$ cat src/rtl/xcvr_mode_pkg.sv
// Package: shared mode encoding for the transceiver operating mode controller.
// Assumes: consumers only need the 3-bit code; values 6 and 7 are unused.
package xcvr_mode_pkg;

    localparam int MODE_W = 3;

    typedef enum logic [MODE_W-1:0] {
        MODE_OFF  = 3'd0,
        MODE_IDLE = 3'd1,
        MODE_DOZE = 3'd2,
        MODE_HIB  = 3'd3,
        MODE_RX   = 3'd4,
        MODE_TX   = 3'd5
    } mode_e;

    // True for the two modes in which a sequence is running.
    function automatic logic is_seq(input mode_e m);
        return (m == MODE_RX) || (m == MODE_TX);
    endfunction

    // True for the two low-power modes.
    function automatic logic is_low_power(input mode_e m);
        return (m == MODE_DOZE) || (m == MODE_HIB);
    endfunction

endpackage

$ cat src/rtl/xcvr_mode_sync.sv
// Module: multi-flop level synchronizer for WIDTH asynchronous inputs.
// Assumes: each bit changes slowly compared to clk; RST_VAL is the value
// that represents the inactive state of each bit.
module xcvr_mode_sync #(
    parameter int              WIDTH   = 1,
    parameter int              STAGES  = 2,
    parameter logic [WIDTH-1:0] RST_VAL = '0
) (
    input  logic             clk,
    input  logic             rst_n,
    input  logic [WIDTH-1:0] async_i,
    output logic [WIDTH-1:0] sync_o
);

    logic [WIDTH-1:0] stage_q [STAGES];

    // First stage captures the raw pin values.
    always_ff @(posedge clk) begin
        if (!rst_n) stage_q[0] <= RST_VAL;
        else        stage_q[0] <= async_i;
    end

    // Later stages settle out metastability, one flop each.
    for (genvar s = 1; s < STAGES; s++) begin : g_stage
        always_ff @(posedge clk) begin
            if (!rst_n) stage_q[s] <= RST_VAL;
            else        stage_q[s] <= stage_q[s-1];
        end
    end

    assign sync_o = stage_q[STAGES-1];

endmodule

$ cat src/rtl/xcvr_mode_edge.sv
// Module: rise and fall detector on an already synchronized level.
// Assumes: lvl_i is synchronous to clk; RST_VAL equals the level's own reset
// value, so no edge is reported right after reset.
module xcvr_mode_edge #(
    parameter logic RST_VAL = 1'b0
) (
    input  logic clk,
    input  logic rst_n,
    input  logic lvl_i,
    output logic rise_o,
    output logic fall_o
);

    logic prev_q;

    // Keep the previous cycle's level for comparison.
    always_ff @(posedge clk) begin
        if (!rst_n) prev_q <= RST_VAL;
        else        prev_q <= lvl_i;
    end

    assign rise_o = lvl_i & ~prev_q;
    assign fall_o = ~lvl_i & prev_q;

endmodule

$ cat src/rtl/xcvr_mode_fsm.sv
// Module: operating-mode state machine.
// Assumes: en_lvl, en_rise and attn_fall are synchronized and edge-detected
// upstream; seq_sel, lp_req, lp_sel and seq_done are synchronous to clk.
// Priority in Idle: sequence start over low-power entry.
module xcvr_mode_fsm
    import xcvr_mode_pkg::*;
(
    input  logic              clk,
    input  logic              rst_n,
    input  logic              en_lvl,
    input  logic              en_rise,
    input  logic              attn_fall,
    input  logic              seq_sel,
    input  logic              lp_req,
    input  logic              lp_sel,
    input  logic              seq_done,
    output logic [MODE_W-1:0] mode_o,
    output logic              busy_o
);

    mode_e mode_q;
    mode_e mode_nxt;
    logic  busy_q;

    // Next-mode decision from the current mode and the qualified inputs.
    always_comb begin
        mode_nxt = mode_q;
        case (mode_q)
            MODE_OFF: mode_nxt = MODE_IDLE;
            MODE_IDLE: begin
                if (en_rise)     mode_nxt = seq_sel ? MODE_TX : MODE_RX;
                else if (lp_req) mode_nxt = lp_sel ? MODE_HIB : MODE_DOZE;
            end
            MODE_DOZE, MODE_HIB: begin
                if (attn_fall) mode_nxt = MODE_IDLE;
            end
            MODE_RX, MODE_TX: begin
                if (!en_lvl || seq_done) mode_nxt = MODE_IDLE;
            end
            default: mode_nxt = MODE_IDLE;
        endcase
    end

    // Mode register; reset holds the block in Off.
    always_ff @(posedge clk) begin
        if (!rst_n) mode_q <= MODE_OFF;
        else        mode_q <= mode_nxt;
    end

    // Registered out-of-idle flag, kept aligned with the mode register.
    always_ff @(posedge clk) begin
        if (!rst_n) busy_q <= 1'b1;
        else        busy_q <= (mode_nxt != MODE_IDLE);
    end

    assign mode_o = mode_q;
    assign busy_o = busy_q;

endmodule

$ cat src/rtl/xcvr_mode_ctrl.sv
// Module: top of the transceiver operating mode controller.
// Assumes: run_en and attn_n are asynchronous pins; all other inputs are
// synchronous to clk; rst_n is sampled on clk.
module xcvr_mode_ctrl
    import xcvr_mode_pkg::*;
(
    input  logic              clk,
    input  logic              rst_n,
    input  logic              run_en,
    input  logic              attn_n,
    input  logic              seq_sel,
    input  logic              lp_req,
    input  logic              lp_sel,
    input  logic              seq_done,
    output logic [MODE_W-1:0] mode,
    output logic              out_of_idle
);

    localparam int SYNC_DEPTH = 2;

    logic en_s;
    logic attn_n_s;
    logic en_rise;
    logic en_fall_unused;
    logic attn_rise_unused;
    logic attn_fall;

    // Synchronizers: enable idles low, wake idles high.
    xcvr_mode_sync #(.WIDTH(1), .STAGES(SYNC_DEPTH), .RST_VAL(1'b0)) u_sync_en (
        .clk(clk), .rst_n(rst_n), .async_i(run_en), .sync_o(en_s)
    );
    xcvr_mode_sync #(.WIDTH(1), .STAGES(SYNC_DEPTH), .RST_VAL(1'b1)) u_sync_attn (
        .clk(clk), .rst_n(rst_n), .async_i(attn_n), .sync_o(attn_n_s)
    );

    // Edge detectors on the synchronized levels.
    xcvr_mode_edge #(.RST_VAL(1'b0)) u_edge_en (
        .clk(clk), .rst_n(rst_n), .lvl_i(en_s),
        .rise_o(en_rise), .fall_o(en_fall_unused)
    );
    xcvr_mode_edge #(.RST_VAL(1'b1)) u_edge_attn (
        .clk(clk), .rst_n(rst_n), .lvl_i(attn_n_s),
        .rise_o(attn_rise_unused), .fall_o(attn_fall)
    );

    xcvr_mode_fsm u_fsm (
        .clk      (clk),
        .rst_n    (rst_n),
        .en_lvl   (en_s),
        .en_rise  (en_rise),
        .attn_fall(attn_fall),
        .seq_sel  (seq_sel),
        .lp_req   (lp_req),
        .lp_sel   (lp_sel),
        .seq_done (seq_done),
        .mode_o   (mode),
        .busy_o   (out_of_idle)
    );

endmodule

$ cat config.mk
export PLATFORM = sky130hd
export DESIGN_NAME = xcvr_mode_ctrl
export DESIGN_NICKNAME = d
export VERILOG_FILES = /design/src/rtl/xcvr_mode_pkg.sv /design/src/rtl/xcvr_mode_sync.sv /design/src/rtl/xcvr_mode_edge.sv /design/src/rtl/xcvr_mode_fsm.sv /design/src/rtl/xcvr_mode_ctrl.sv
export SDC_FILE = /design/constraint.sdc
export NUM_CORES = 1
export LEC_CHECK = 0
export CAP_MARGIN = 20
export CORE_AREA = 2 2 39 41
export DETAILED_ROUTE_END_ITERATION = 8
export DIE_AREA = 0 0 41 43
export MAX_ROUTING_LAYER = met4
export PLACE_DENSITY = 0.62
export REMOVE_ABC_BUFFERS = 1
export SETUP_SLACK_MARGIN = 0.1
export SLEW_MARGIN = 10
export SYNTH_ARGS = -nofsm -noshare
export SYNTH_HDL_FRONTEND = slang
export SYNTH_SLANG_ARGS = --single-unit
$ cat constraint.sdc
create_clock -name clk -period 2.1 [get_ports clk]
set_input_delay 0.21 -clock clk [delete_from_list [all_inputs] [get_ports clk]]
set_output_delay 0.21 -clock clk [all_outputs]
set_load 0.05 [all_outputs]
* After elaboration in Yosys (flattened, before gate mapping)
Memories as Yosys holds them, arrays and structs flattened.
Cells that the tools add are included.
** Storage, ports and cells
- Memory bits (writable) :: 4
- Memories kept :: 2
- Register bits after elaboration :: 6
- Word-level logic and storage cells :: 37
- Input port bits :: 8
** Memory list
- u_sync_attn.stage_q :: depth 2, width 1, read ports 2, clocked after memory_dff 0, wr ports 2, RTL line xcvr_mode_sync.sv:15 : logic [WIDTH-1:0] stage_q [STAGES];
- u_sync_en.stage_q :: depth 2, width 1, read ports 2, clocked after memory_dff 0, wr ports 2, RTL line xcvr_mode_sync.sv:15
** Cells by class
- Reduce and logical (&&, ||, !) cells :: 4
- Muxes and demuxes :: 13
- Equal/unequal tests :: 6
- Bitwise operators :: 8
** Operator list (number)
- $mux W3 :: 4
- $pmux W3 S3 :: 1
- $mux W1 :: 8
- $eq A3 B2 Y1 const B :: 2
- $eq A3 B3 Y1 const B :: 2
- $or A1 B1 Y1 :: 4
- $reduce_or A2 Y1 :: 2
- $eq A3 B1 Y1 const B :: 1
- $ne A3 B1 Y1 const B :: 1
- $and A1 B1 Y1 :: 2
- $not A1 Y1 :: 2
- $logic_not A1 Y1 :: 1
- $logic_or A1 B1 Y1 :: 1

* Longest topological paths before layout
Gate-level depths: netlist of the first run.
An unclocked memory read counts as a cell.
- Depth after elaboration :: 6
- Depth in mapped cells :: 4

* Cells and area by module
From an unflattened synthesis of the first run, not the netlist that was laid out.
** Unflattened totals
- Cells, all modules :: 38
- Area total of the unflattened synthesis :: 399.1 sq um
** By module, submodules not included
- xcvr_mode_fsm :: cells each 22, area each 216.5 sq um, instances 1
- xcvr_mode_sync :: cells each 4, area each 52.6 sq um, instances 2
- xcvr_mode_edge :: cells each 4, area each 38.8 sq um, instances 2

* Worst setup path before layout of the first run
OpenSTA, ideal clock, no wires.
- Path kind :: register to register
- From :: reg u_fsm.mode_q[2], in the netlist u_fsm.mode_o[2]
- To :: reg u_fsm.busy_q, in the netlist u_fsm.busy_o
- Arrival :: 1.238 ns
- Slack :: 0.739 ns
- Stages on the path, launching flop included :: 5
- Buffers on the path :: 0
- Path through :: dfxtp_1 nand2b_1 a21oi_1 o211ai_2 nand3_2
** Between the ends
- Word-level cells in the longest chain between the ends :: 4
** RTL lines
- start: declaration :: RTL line xcvr_mode_fsm.sv:21 : mode_e mode_q;
- start signal: assignment :: RTL line xcvr_mode_fsm.sv:47 : else mode_q <= mode_nxt;
- $eq A3 B3 Y1 (tied with other cells) :: RTL line xcvr_mode_fsm.sv:28 : case (mode_q)
- $reduce_or A2 Y1 / $mux W3 (equally long branches) :: RTL line xcvr_mode_fsm.sv:28, xcvr_mode_fsm.sv:31
- $pmux W3 S3 (*) :: RTL line xcvr_mode_fsm.sv:28
- $ne A3 B1 Y1 (*) :: RTL line xcvr_mode_fsm.sv:53 : else busy_q <= (mode_nxt != MODE_IDLE);
- end signal: assignment :: RTL line xcvr_mode_fsm.sv:53
- end: declaration :: RTL line xcvr_mode_fsm.sv:23 : logic busy_q;
Every way passes the cells marked *; elsewhere a longest branch is shown, timed or not.
A chain may end at the register's enable or synchronous reset.

* Final worst setup path of the first run
- From :: reg u_fsm.mode_q[2], in the netlist u_fsm.mode_o[2]
- To :: out mode[2]
** RTL lines
- end: declaration :: RTL line xcvr_mode_ctrl.sv:15 : output logic [MODE_W-1:0] mode,
No word-level cell between the ends.

==> results of run 1 <==
-- sequential cells by signal, indices dropped and copies added, names as in the netlist --
| signal | flops |
|---|---|
| u_fsm.mode_o | 3 |
| u_sync_attn.stage_q | 2 |
| u_sync_en.stage_q | 2 |
| u_edge_attn.prev_q | 1 |
| u_edge_en.prev_q | 1 |
| u_fsm.busy_o | 1 |
-- path summary, 6_finish.rpt --
check	from	to	slack [ns]
min reg2reg	u_sync_attn.stage_q[0]	u_sync_attn.stage_q[1]	0.41
max	u_fsm.mode_o[2]	mode[2]	0.32
min	u_sync_attn.stage_q[0]	u_sync_attn.stage_q[1]	0.41
max reg2reg	u_fsm.mode_o[0]	u_fsm.busy_o	0.96
-- where the power goes --
group	leakage, µW	internal (µW)	total [µW]	switching, µW
registers	0.0000825	206	220	14.1
clock network	0.0000138	65.8	123	57.5
logic	0.000117	59.3	131	71.8
-- cell families (layout without fill, tap and decap cells) --
group / Yosys count / count (layout) / synth area share [%]
and+or+nand+nor: 20 / 20 / 33.5
DFF: 10 / 10 / 48.8
AOI/OAI and AO/OA: 5 / 5 / 11.9
buffers and inverters: 3 / 16 / 3.05
muxes: 1 / 1 / 2.74
-- per-layer routing --
metal	global-route usage (%)	vias up	part of all wire, %
met1	10.1	145	46
met5	-	-	0
met3	3.14	2	8.7
met4	10.0	0	0.59
li1	-	160	-
met2	14.1	11	44
-- through the flow --
stage | hold WS, ns | instances | total power (µW)
after floorplan | 0.283 | 38 | 310
after global placement | 0.406 | 65 | 356
after detailed placement | 0.398 | 65 | 356
after CTS | 0.417 | 68 | 484
after global routing | 0.432 | 68 | 503
final | 0.407 | 68 | 475
-- cells in the final DEF (no fill, tap or decap), types with 2 or more instances in the layout --
| cell type | netlist | routed |
|---|---|---|
| clkdlybuf4s50_1 | 0 | 11 |
| dfxtp_1 | 10 | 10 |
| nand2b_1 | 5 | 5 |
| and2_1 | 3 | 3 |
| clkbuf_4 | 0 | 3 |
| inv_1 | 2 | 2 |
| nor2b_1 | 2 | 2 |
| nand4_1 | 2 | 2 |
| nor2_1 | 2 | 2 |
-- cell type report --
| cell class | count | area [µm²] | share of cell area (%) |
|---|---|---|---|
| clock buffers | 3 | 22.5 | 4.04 |
| inverters | 2 | 7.51 | 1.35 |
| multi-input cells | 26 | 198 | 35.4 |
| flip-flops and latches | 10 | 200 | 35.9 |
| well taps | 16 | 20.0 | 3.59 |
| repair buffers | 11 | 110 | 19.7 |
==> flow_summary.ini, run 1 <==
[cells_and_area]
utilization_pct = 40.3
layout-drive-gt1-share_pct = 19.2
syn2layout_area_growth_pct = 36.0
antenna_cells = 0
fillers = 154
layout.nets = 62
fin_area_um2 = 558

[timing]
slew_violations = 0
worst_slack_ns = 0.323
relSlewSlack_pct = 67.4
fin_tns_setup_ns = 0
tightest_slew_ns = 0.488
max_freq_mhz = 563
clock_skew_ns = 0.000517
hold_viol_final = 0
rsz0062_at_grt = no
min_period_ns = 1.78
fin_crit_sh_pct = 84.6
setup_viol = 0

[clock_tree]
htreeDepth = 1
numCtsBuffers = 3
clock_path_buffers = 2
cts_hold_buf = 0
cts_sinks = 10
clk_latency_ns = 0.25
cts_resized = 0
clockRootBuffer = clkbuf_4
clk_pin_slew_ns = 0.06
post_cts_buffers = 0
cts_tree = done

[floorplan]
fp.dieW_um = 41
start_util_pct = 29.7
ios = 12
fp.dieH_um = 43
die_area_mm2 = 0.00176
core-area_mm2 = 0.00138
rows = 14

[routing]
wl_per_cell_um = 10.0
dr_total_vias = 318
drt_iter0_drc = 1
detail-route-antenna-nets = 0
vias_per_cell = 4.68
routed_wl_um = 681
post-route-drc-count = 0
dr.pass1.iters = 2

[logic_synthesis]
synth-seq-cells = 10
synth_edf_count = 0
seq_area_frac_synth_pct = 48.8
ys.flop_type = dfxtp_1
synthDominantCellAreaShare_pct = 48.8
synth_commonest_cells = 10 x dfxtp_1, 5 x nand2b_1, 3 x and2_1
synthTopCellsByArea = dfxtp_1 49%, nand2b_1 7.6%, and2_1 4.6%
yosysUniqueCellTypes = 20
synthArstFlopShare_pct = 0
synth_top_area_cell = dfxtp_1
yosysWarnings = 0
synth_area_per_cell_um2 = 10.5
syn_inst = 39
post-synth-top-count-cell = dfxtp_1
netlist_area_um2 = 410

[setup_path]
cp.arrival_ns = 1.57
path_depth = 1
critPathRequiredTime_ns = 1.89
end_kind = output port
cp_num_buf_inv = 1
cp_slowest_stage_delay_ns = 0.85
crit_chain = clkdlybuf4s50_1
crit_type = flop to output port
reg2reg_depth = 4
critical_path.top_delay_family = buffers and inverters
slowest_stage = clkdlybuf4s50_1
cp-start-kind = flop
critical_path.max_fanout = 8

[power_and_ir_drop]
leakagePower_uw = 0.000213
power.density_mw_per_mm2 = 851
max-vdd-ir-drop_mv = 0.343

[worst_hold_path]
hold_class = flop to flop
hold_depth = 1

[run]
cap_violations = 0

[global_route]
gr-total-overflow = 0
grt_pass1_wl_mm = 1.12
track_usage_pct = 10.0
antenna_found_initial = 0
grt_pass1_vias = 306
grt_max_degree = 11

[placement]
placedInstanceArea_um2 = 536
hpwl_um = 506
gp_congestion = 0.658
post-place-ws_ns = 0.597
port_buffers = 11

[run_status]
outcome = finished, final reports clean
No activity file was read; power rests on OpenSTA's default activity.
==> run 2, diff against run 1 <==
Clock period 2.1 ns to 1.7 ns, I/O delays scaled along.
==> run 2 against run 1 <==
Die area unchanged. Via count down 3.1%. Critical path depth unchanged. Sequential share of layout area up 0.49 points. First-iteration DRC count rose to 7.0 times the previous value. Power up 22%. Routed wire length down 0.15%. Clock-buffer cell count unchanged. Hold slack about the same. Clock power up 21%. Non-clock buffer count unchanged.
==> flow_summary.ini, run 2 (synthesis gave the netlist of run 1 again) <==
[global_route]
gr-total-overflow = 0
track_usage_pct = 10.4
grt_pass1_wl_mm = 1.15
antenna_found_initial = 0
grt_pass1_vias = 295
grt_max_degree = 11

[timing]
clock_skew_ns = 0.00140
fin_tns_setup_ns = 0
relSlewSlack_pct = 67.5
min_period_ns = 1.51
tightest_slew_ns = 0.486
hold_viol_final = 0
slew_violations = 0
hold-worst-slack_ns = 0.406
fin_crit_sh_pct = 89.0
rsz0062_at_grt = no
worst_slack_ns = 0.188
setup_viol = 0
max_freq_mhz = 661

[run_status]
outcome = finished, final reports clean

[cells_and_area]
multiInputGateArea_um2 = 198
layout-drive-gt1-share_pct = 25.0
layout_common_cells = 10 x dfxtp_1, 8 x clkdlybuf4s50_1, 5 x nand2b_1
layout.nets = 62
area.sequential_um2 = 200
utilization_pct = 39.8
antenna_cells = 0
fillers = 145
syn2layout_area_growth_pct = 34.1
layout_commonest_cell = dfxtp_1
largest_reg_flops = 3

[routing]
post-route-drc-count = 0
routed_wl_um = 680
dr_total_vias = 308
wl_per_cell_um = 10.0
detail-route-antenna-nets = 0
dr.pass1.iters = 4
vias_per_cell = 4.53
drt_iter0_drc = 7

[placement]
gp_congestion = 0.670
port_buffers = 11
post-place-ws_ns = 0.337

[clock_tree]
cts_sinks = 10
clock_path_buffers = 2
clk_pin_slew_ns = 0.06
numCtsBuffers = 3
htreeDepth = 1
cts_hold_buf = 0
cts_tree = done
clk_latency_ns = 0.25
cts_resized = 0
clockRootBuffer = clkbuf_4
post_cts_buffers = 0

[setup_path]
end_kind = output port
cp_slowest_stage_delay_ns = 0.79
critical_path.top_delay_family = buffers and inverters
critPathRequiredTime_ns = 1.53
cp-start-kind = flop
crit_chain = clkdlybuf4s50_1
slowest_stage = clkdlybuf4s50_1
cp_num_buf_inv = 1
critical_path.max_fanout = 1
cp.arrival_ns = 1.34
crit_type = flop to output port

[floorplan]
start_util_pct = 29.7
core-area_mm2 = 0.00138
rows = 14
fp.dieW_um = 41
fp.dieH_um = 43
die_area_mm2 = 0.00176
ios = 12

[power_and_ir_drop]
max-vdd-ir-drop_mv = 0.399
power.density_mw_per_mm2 = 1050
leakagePower_uw = 0.000218

[run]
cap_violations = 0

[worst_hold_path]
hold_class = flop to flop
## run 2: cell count changes in the layout (fill, tap and decap cells not counted)
cell	delta
clkdlybuf4s50_1	-3
buf_4	+3
## run 2: layout make-up
class | count | area share, %
Clock buffer | 3 | 4.09
Inverter | 2 | 1.36
Multi-Input combinational cell | 26 | 35.9
Sequential cell | 10 | 36.4
Tap cell | 16 | 3.64
Timing Repair Buffer | 11 | 18.6
## run 2: power breakdown
group	total, µW	leakage, µW	internal [µW]	switching [µW]
Clock	149	0.0000138	81.1	68.4
Sequential	272	0.0000825	255	16.6
Combinational	159	0.000122	70.2	88.8
Total	580	0.000218	406	174
## run 2: per-stage QoR
stage / power [µW] / instance area, µm² / cells
3_3_place_gp: 438 / 528 / 65
6_report: 580 / 551 / 68
2_1_floorplan: 383 / 405 / 38
3_5_place_dp: 437 / 528 / 65
5_1_grt: 624 / 551 / 68
4_1_cts: 596 / 551 / 68
## run 2: worst paths after layout
path	start	endpoint	cells past startpoint	slack, ns
worst min register to register	u_sync_attn.stage_q[0]	u_sync_attn.stage_q[1]	1	0.41
worst max register to register	u_fsm.mode_o[0]	u_fsm.busy_o	4	0.56
worst min-delay path	u_sync_attn.stage_q[0]	u_sync_attn.stage_q[1]	1	0.41
worst max-delay path	u_fsm.busy_o	out_of_idle	1	0.19
## run 2: per-layer routing
| metal | up-vias | wire length, µm | global-route usage (%) |
|---|---|---|---|
| met2 | 11 | 293 | 13.8 |
| met5 | - | 0 | - |
| met4 | 0 | 4 | 10.0 |
| li1 | 160 | - | - |
| met3 | 2 | 68 | 3.66 |
| met1 | 135 | 314 | 11.4 |
==> run 3, diff against run 2 <==
Settings changed: TNS_END_PERCENT from default to 20.
==> results of run 3 <==
Same layout as run 2: the final DEF is identical, and so are final timing and power.
